**config.mk**
```make
export PLATFORM = sky130hd
export DESIGN_NAME = nbr_arrow_unit
export DESIGN_NICKNAME = d
export VERILOG_FILES = /design/src/rtl/nau_pkg.sv /design/src/rtl/nau_min_tree.sv /design/src/rtl/nau_plateau.sv /design/src/rtl/nau_arrow.sv /design/src/rtl/nbr_arrow_unit.sv
export SDC_FILE = /design/constraint.sdc
export NUM_CORES = 1
export LEC_CHECK = 0
export ABC_CLOCK_PERIOD_IN_PS = 8300
export BUFFER_PORTS_ARGS = -buffer_cell sky130_fd_sc_hd__buf_4
export CAP_MARGIN = 15
export CORE_MARGIN = 5
export CORE_UTILIZATION = 56
export CTS_CLUSTER_SIZE = 10
export DETAILED_ROUTE_END_ITERATION = 7
export PLACE_DENSITY = 0.85
export RECOVER_POWER = 25
export SETUP_SLACK_MARGIN = 0.05
export SLEW_MARGIN = 40
export SYNTH_ARGS = -nofsm -noshare
export SYNTH_HDL_FRONTEND = slang
export SYNTH_SLANG_ARGS = --single-unit
```
**constraint.sdc**
```tcl
create_clock -name clk -period 8.3 [get_ports clk]
set_input_delay 0.83 -clock clk [delete_from_list [all_inputs] [get_ports clk]]
set_output_delay 0.83 -clock clk [all_outputs]
set_load 0.01 [all_outputs]
```
**src/rtl/nau_pkg.sv**
```systemverilog
package nau_pkg;

    localparam int NDIR = 4;

    typedef enum logic [2:0] {
        DIR_NONE = 3'd0,
        DIR_W    = 3'd1,
        DIR_N    = 3'd2,
        DIR_E    = 3'd3,
        DIR_S    = 3'd4
    } dir_e;

    localparam logic [2:0] STAT_DONE_Q2 = 3'd5;

    typedef struct packed {
        dir_e       min_dir;
        logic [3:0] eq;
        logic       plat;
        logic       inner;
        dir_e       arrow;
    } flags_t;

    function automatic dir_e dir_of_slot(input logic [1:0] slot);
        return dir_e'({1'b0, slot} + 3'd1);
    endfunction

endpackage

```
**src/rtl/nau_min_tree.sv**
```systemverilog
module nau_min_tree
    import nau_pkg::*;
#(
    parameter int PW = 8
) (
    input  logic [NDIR-1:0][PW:0] key,
    output logic [PW:0]           min_key,
    output dir_e                  min_dir
);
    logic          le_a, le_b, le_c;
    logic [PW:0]   win_a, win_b;

    // first level: W against N, E against S; ties keep the earlier slot
    assign le_a  = key[0] <= key[1];
    assign le_b  = key[2] <= key[3];
    assign win_a = le_a ? key[0] : key[1];
    assign win_b = le_b ? key[2] : key[3];

    // second level: the two winners
    assign le_c    = win_a <= win_b;
    assign min_key = le_c ? win_a : win_b;

    always_comb begin
        unique case ({le_c, le_a, le_b})
            3'b110, 3'b111: min_dir = DIR_W;
            3'b100, 3'b101: min_dir = DIR_N;
            3'b001, 3'b011: min_dir = DIR_E;
            default:        min_dir = DIR_S;
        endcase
        // top key bit marks an invalid (infinite) entry
        if (min_key[PW]) min_dir = DIR_NONE;
    end
endmodule

```
**src/rtl/nau_plateau.sv**
```systemverilog
module nau_plateau
    import nau_pkg::*;
#(
    parameter int PW = 8
) (
    input  logic                  scan_mode,
    input  logic [PW:0]           ctr_key,
    input  logic [NDIR-1:0][PW:0] key,
    output logic [NDIR-1:0]       eq,
    output logic                  plat,
    output logic                  inner
);
    logic [NDIR-1:0] not_above;

    for (genvar i = 0; i < NDIR; i++) begin : g_cmp
        assign eq[i]        = (key[i] == ctr_key);
        assign not_above[i] = (ctr_key <= key[i]);
    end

    assign plat  = scan_mode && (|eq);
    assign inner = !scan_mode && (&not_above);
endmodule

```
**src/rtl/nau_arrow.sv**
```systemverilog
module nau_arrow
    import nau_pkg::*;
#(
    parameter int SW = 3
) (
    input  logic                  inner,
    input  logic                  lower,
    input  dir_e                  min_dir,
    input  logic [NDIR-1:0]       eq,
    input  logic [NDIR-1:0][SW-1:0] stat,
    output dir_e                  arrow
);
    localparam logic [SW-1:0] DONE = SW'(STAT_DONE_Q2);

    dir_e inner_pick;

    always_comb begin
        inner_pick = DIR_NONE;
        // scan from the lowest priority so the earliest slot wins
        for (int i = NDIR - 1; i >= 0; i--) begin
            if (eq[i] && stat[i] == DONE) inner_pick = dir_of_slot(2'(i));
        end
    end

    always_comb begin
        if (inner)      arrow = inner_pick;
        else if (lower) arrow = min_dir;
        else            arrow = DIR_NONE;
    end
endmodule

```
**src/rtl/nbr_arrow_unit.sv**
```systemverilog
module nbr_arrow_unit
    import nau_pkg::*;
#(
    parameter int PW      = 8,
    parameter int SW      = 3,
    parameter bit REG_OUT = 1'b1
) (
    input  logic               clk,
    input  logic               rst,
    input  logic               scan_mode,
    input  logic [PW-1:0]      ctr_val,
    input  logic [4*PW-1:0]    nbr_val,
    input  logic [3:0]         nbr_ok,
    input  logic [4*SW-1:0]    nbr_stat,
    output logic [PW-1:0]      min_val,
    output logic [2:0]         min_dir,
    output logic [3:0]         eq_flags,
    output logic               plat_flag,
    output logic               inner_flag,
    output logic [2:0]         arrow_code
);
    localparam logic [PW:0] INF_KEY = '1;

    logic [NDIR-1:0][PW:0]   key;
    logic [NDIR-1:0][SW-1:0] stat;
    logic [PW:0]             ctr_key;
    logic [PW:0]             min_key;
    logic                    lower;
    flags_t                  nxt;
    logic [PW-1:0]           nxt_min_val;

    assign ctr_key = {1'b0, ctr_val};

    for (genvar i = 0; i < NDIR; i++) begin : g_slot
        assign key[i]  = nbr_ok[i] ? {1'b0, nbr_val[i*PW +: PW]} : INF_KEY;
        assign stat[i] = nbr_stat[i*SW +: SW];
    end

    nau_min_tree #(.PW(PW)) u_tree (
        .key     (key),
        .min_key (min_key),
        .min_dir (nxt.min_dir)
    );

    nau_plateau #(.PW(PW)) u_plat (
        .scan_mode (scan_mode),
        .ctr_key   (ctr_key),
        .key       (key),
        .eq        (nxt.eq),
        .plat      (nxt.plat),
        .inner     (nxt.inner)
    );

    assign lower       = (min_key < ctr_key);
    assign nxt_min_val = min_key[PW-1:0];

    nau_arrow #(.SW(SW)) u_arrow (
        .inner   (nxt.inner),
        .lower   (lower),
        .min_dir (nxt.min_dir),
        .eq      (nxt.eq),
        .stat    (stat),
        .arrow   (nxt.arrow)
    );

    flags_t        out_f;
    logic [PW-1:0] out_min;

    if (REG_OUT) begin : g_reg
        always_ff @(posedge clk) begin
            if (rst) begin
                out_f   <= '0;
                out_min <= '0;
            end else begin
                out_f   <= nxt;
                out_min <= nxt_min_val;
            end
        end
    end else begin : g_comb
        assign out_f   = nxt;
        assign out_min = nxt_min_val;
    end

    assign min_val    = out_min;
    assign min_dir    = out_f.min_dir;
    assign eq_flags   = out_f.eq;
    assign plat_flag  = out_f.plat;
    assign inner_flag = out_f.inner;
    assign arrow_code = out_f.arrow;
endmodule

```
# Word level (Yosys, flattened, before mapping)
# Index checks and enable logic that the tools add are counted.
[totals] word_cells=55 reg_bits=20 out_inout_bits=20
[op_classes] n_eq_ne=14 mux=15 magnitude_cmp=8 reduce_logical=12
[op_table] op="$mux 9" n=7
[op_table] op="$eq 9x8->1" n=4
[op_table] op="$le 8x9->1" n=4
[op_table] op="$le 9x9->1" n=3
[op_table] op="$eq 3x3->1 const B" n=8
[op_table] op="$mux 3" n=7
[op_table] op="$lt 9x8->1" n=1
[op_table] op="$pmux 3 s3" n=1
[op_table] op="$logic_and 1x1->1" n=6
[op_table] op="$reduce_or 2->1" n=3
[op_table] op="$reduce_and 4->1" n=1
[op_table] op="$reduce_or 4->1" n=1
[op_table] op="$eq 3x1->1 const B" n=1
[op_table] op="$eq 3x2->1 const B" n=1
[op_table] op="$logic_not 1->1" n=1

# Longest topological paths before layout
[depth] ltp_word=10 ltp_mapped=28 depth_no_buf=25

# Hierarchy
# Synthesis repeated with hierarchy kept, for this count alone.
[unflattened] cells_unflattened=410 area_unflattened_um2=3198.1
[modules_own_cells] module="nau_min_tree" cells_per_inst=160 seq_area_each_um2=0.0 n_inst=1 area_each_um2=1169.9
[modules_own_cells] module="nau_plateau" cells_per_inst=130 seq_area_each_um2=0.0 n_inst=1 area_each_um2=962.2
[modules_own_cells] module="nbr_arrow_unit" cells_per_inst=105 seq_area_each_um2=400.4 n_inst=1 area_each_um2=948.4
[modules_own_cells] module="nau_arrow" cells_per_inst=15 seq_area_each_um2=0.0 n_inst=1 area_each_um2=117.6

# Worst setup path before layout
# Ideal clock, no wire load.
[synth_path] path_type="input-to-reg" startpoint="input port nbr_ok[2]" endpoint="register out_f (netlist bit arrow_code[2])" path_slack_ns=2.793 n_path_buf=3 t_arrival_ns=5.448 stages=27 setup_time_ns=0.059 cell_sequence="buf_2 -> inv_1 -> nor2_1 -> inv_1 -> ha_1 -> a21oi_1 -> o21ai_0 -> o2111a_1 -> a31oi_2 -> buf_2 -> mux2_2 -> ha_1 -> and4_1 -> nor2b_1 -> o21ai_0 -> a21oi_1 -> buf_2 -> mux2i_1 -> ha_1 -> a21o_1 -> a21o_1 -> a21oi_1 -> nand2_1 -> nand4_1 -> nand3_1 -> o21ai_1 -> a22o_1"
[synth_via] elab_cells_between_ends=27 classes_between="order compare: 4; eq/ne: 7; mux: 10; reduce/logical: 6"
[synth_lines] item="from (decl)" line="nbr_arrow_unit.sv:13" source="input logic [3:0] nbr_ok,"
[synth_lines] item="$mux 9 (*)" line="nbr_arrow_unit.sv:35" source="assign key[i] = nbr_ok[i] ? {1'b0, nbr_val[i*PW +: PW]} : INF_KEY;"
[synth_lines] item="$le 9x9->1" line="nau_min_tree.sv:15" source="assign le_b = key[2] <= key[3];"
[synth_lines] item="$mux 9 (*)" line="nau_min_tree.sv:17" source="assign win_b = le_b ? key[2] : key[3];"
[synth_lines] item="$le 9x9->1" line="nau_min_tree.sv:20" source="assign le_c = win_a <= win_b;"
[synth_lines] item="$mux 9 (*)" line="nau_min_tree.sv:21" source="assign min_key = le_c ? win_a : win_b;"
[synth_lines] item="named net min_key[2]" line="nbr_arrow_unit.sv:27" source="logic [PW:0] min_key;"
[synth_lines] item="$lt 9x8->1 (*)" line="nbr_arrow_unit.sv:54" source="assign lower = (min_key < ctr_key);"
[synth_lines] item="$mux 3 (*)" line="nau_arrow.sv:27" source="else if (lower) arrow = min_dir;"
[synth_lines] item="$mux 3 (*)" line="nau_arrow.sv:26" source="if (inner) arrow = inner_pick;"
[synth_lines] item="to (signal assigned)" line="nbr_arrow_unit.sv:75" source="out_f <= nxt;"
[synth_lines] item="to (decl)" line="nbr_arrow_unit.sv:66" source="flags_t out_f;"
# The timed path passes the listed nets; every way through them passes the cells marked *.
# A chain may end at the register's enable or synchronous reset.

# Worst setup path after layout
# Ends and elaborated chain as after synthesis.

==> summary.md <==
| Metric | Value |
|---|---|
| Status | `finished, final reports clean` |
| # resized after CTS | `0` |
| Dominant cells by area after synthesis | `ha_1, dfxtp_1, nor2b_1` |
| Layout Nets | `around 540` |
| First-pass GRT wire length | `~13 mm` |
| DP Area | `around 0.0034 sq mm` |
| Share of layout cells above drive strength 1 | `20.67%` |
| Final Hold Slack | `0.8376 ns` |
| Cells after DPL | `~490` |
| Synth top cells by count | `ha_1, inv_1, nor2b_1` |
| Postcts setup bufs | `0` |
| Final Cell Area | `roughly 0.0034 sq mm` |
| Crit path kind | `input pin to flop` |
| HP Class | `input pin to flop` |
| Die X | `about 81 microns` |
| Worst Path Required | `about 8.5 ns` |
| Worst stage delay on the critical path | `around 0.59 ns` |
| FMAX | `0.1645 GHz` |
| CTS Buffer Depth | `2` |
| Leakage | `between 1.5 and 2 nW` |
| Type of element launching the critical path | `input pin` |
| Final Util | `between 70% and 80%` |
| TritonCTS Buffers | `3` |
| Worst Path Arrival | `approximately 6.3 ns` |
| Post-CTS Hold Buffers | `0` |
| Vias in the first global route | `2726` |
| Row cnt | `25` |
| Antenna Nets Post-Route | `0` |
| Finished Layout Cells | `around 500` |
| Highest ir drop seen on vdd | `around 59 uV` |
| Synth area leader | `ha_1` |
| Normalized max-slew margin | `41.62%` |
| IO Port Bufs | `slightly below 80` |
| Post-Syn Instances | `roughly 350` |
| Cell variety after synth | `just under 60` |
| Detail Placement HPWL | `6.660 mm` |
| Initial core utilization | `about 58%` |
| # IOs | `79` |
| WL per Instance | `16.01 microns` |
| Final worst setup slack | `roughly 2.2 ns` |
| FF+latch count, synth | `20` |
| PD cells | `approximately 120 mW/mm^2` |
| Die Y | `between 80 and 90 microns` |
| GRT Total Usage | `approximately 25%` |
| 1st-iter DRT viols | `about 230` |
| Count of yosys warnings during synthesis | `0` |
| CP max-delay cell | `a31oi_2` |
| Crit path capture | `arrow_code[2]` |
| Reg area | `around 400 sq um` |
| Yosys top cell area share | `between 20% and 30%` |
| TNS Setup | `0 ns` |
| GPL Wtd Cong | `0.9625` |
| Area grow syn2layout | `23.06%` |
| Multi-input combinational cell area | `about 0.0022 sq mm` |
| Initial antenna violation count | `0` |
| Die area | `between 0.006 and 0.007 sq mm` |
| Most common cell in the synthesized netlist | `ha_1` |
| Slew Limit Fails | `0` |
| Sequential share of the synthesized area | `approximately 14%` |
| Critical Path Start | `nbr_ok[2]` |
| Worst setup EP type | `flop` |
| Total Power | `slightly above 0.4 mW` |
| Drt drc | `0` |
| Max FO, Critical Path | `14` |
| Pre-CTS setup slack | `just over 2 ns` |
| Period minus WS final | `6.079 ns` |
| CTS tree | `done` |
| CORE AREA | `about 0.0048 sq mm` |
| Clock sink count | `20` |
| Post-Syn Area | `between 0.002 and 0.003 sq mm` |
| Via count | `2796` |
| Final hold vios | `0` |
| Root buffer cell | `clkbuf_8` |
| H-tree levels | `1` |
| Asr flop ratio synth | `0%` |
| Largest net degree at the start of global routing | `18` |
| Overflow after GRT | `0` |
| RSZ-0062 raised after global routing | `no` |
| Detailed Route WL | `between 7 and 8 mm` |
| EDFF count, synth | `0` |
| Antenna Cells | `0` |
| Layout fillers | `397` |
| Least-Margin Pin Slew | `0.8676 ns` |
| Clock transition at path regs | `approximately 0.060 ns` |
| # setup viols final | `0` |
| Synthesized netlist net count | `roughly 460` |
| CP dominant cell by count | `ha_1` |
| Synth Flop Type | `dfxtp_1` |
| Max_cap viols | `0` |
| Final Cycle Share | `about three quarters` |
| Drt via density | `roughly 5.7` |
| Avg Cell Area, Syn | `~8 sq um` |
| Drt pass-1 iters | `5` |
==> worst min-delay path by stage <==
stage / end / depth (start not counted) / slack (ns) / startpoint
detailed placement: plat_flag / 3 / 1.10 / scan_mode
CTS: plat_flag / 3 / 0.84 / scan_mode
finish: plat_flag / 3 / 0.84 / scan_mode
floorplan: min_val[0] / 1 / 0.90 / rst
global route: plat_flag / 3 / 0.86 / scan_mode
global placement: plat_flag / 3 / 1.10 / scan_mode
==> sequential cells by signal, indices dropped and copies added (netlist names) <==
name	count
min_val	8
plat_flag	1
inner_flag	1
arrow_code	3
eq_flags	4
min_dir	3
==> layout by cell type (no fill, tap or decap), types with 2 or more instances in the layout <==
| cell type | Yosys | final |
|---|---|---|
| nor3_1 | 3 | 3 |
| nor2b_1 | 27 | 27 |
| o31ai_1 | 2 | 2 |
| a2111oi_0 | 2 | 2 |
| dfxtp_1 | 20 | 20 |
| a21oi_1 | 18 | 17 |
| nand4_1 | 11 | 11 |
| a22o_1 | 2 | 2 |
| o211ai_1 | 5 | 5 |
| clkbuf_8 | 0 | 3 |
| xor2_1 | 3 | 3 |
| clkbuf_1 | 4 | 10 |
| o21a_1 | 3 | 3 |
| nand2b_1 | 19 | 19 |
| a31o_2 | 2 | 2 |
| ha_1 | 56 | 56 |
| a31oi_1 | 2 | 2 |
| o22ai_1 | 2 | 2 |
| buf_4 | 1 | 68 |
| a211o_1 | 2 | 2 |
| inv_1 | 38 | 38 |
| mux2i_1 | 16 | 16 |
| and4_1 | 2 | 2 |
| o2111ai_1 | 2 | 2 |
| mux2_2 | 7 | 7 |
| a211oi_1 | 3 | 3 |
| a21o_1 | 7 | 7 |
| o21ai_0 | 13 | 13 |
| nor4_1 | 2 | 2 |
| nor2_1 | 21 | 21 |
| nand3b_1 | 2 | 2 |
| nand3_1 | 5 | 5 |
| nand2_1 | 17 | 17 |
==> worst max-delay path, delay by kind of cell <==
family          cells  cell delay (ns)
compound gates     11             2.67
fa+ha+maj           3             0.91
buf+inv             3             0.33
mux                 2             0.77
simple gates        6             0.75
==> where the power goes <==
group / total [mW] / leakage, nW / internal, mW / switching (mW)
combinational: 0.245 / 1.57 / 0.113 / 0.131
clock: 0.0579 / 0.0216 / 0.0322 / 0.0257
sequential: 0.110 / 0.165 / 0.107 / 0.00263
total: 0.412 / 1.76 / 0.253 / 0.160
==> layout make-up <==
class	instances	share of cell area [%]
clock buffer	3	1.201
inverter	38	4.148
multi-input combinational	282	64.63
sequential	20	11.64
tap	67	2.438
timing repair buffer	78	15.94
==> routing by layer <==
metal	global-route usage [%]	routed length [microns]	vias to the layer above
met5	0	0	-
met3	3.251	786	21
met4	7.601	163	0
li1	-	-	1417
met2	42.47	3570	122
met1	32.57	3292	1236
==> cells by family (layout without fill, tap and decap cells) <==
group,after synthesis,in the layout,share of synthesized area (%)
AO/OA/AOI/OAI,78,78,19.75
multiplexers,23,23,8.554
XOR/XNOR,4,4,1.254
buffers and inverters,47,119,6.628
flip-flops,20,20,14.33
AND/OR/NAND/NOR,121,121,24.41
adder cells (fa/ha/maj),56,56,25.08
(Power assumes the default switching activity.)
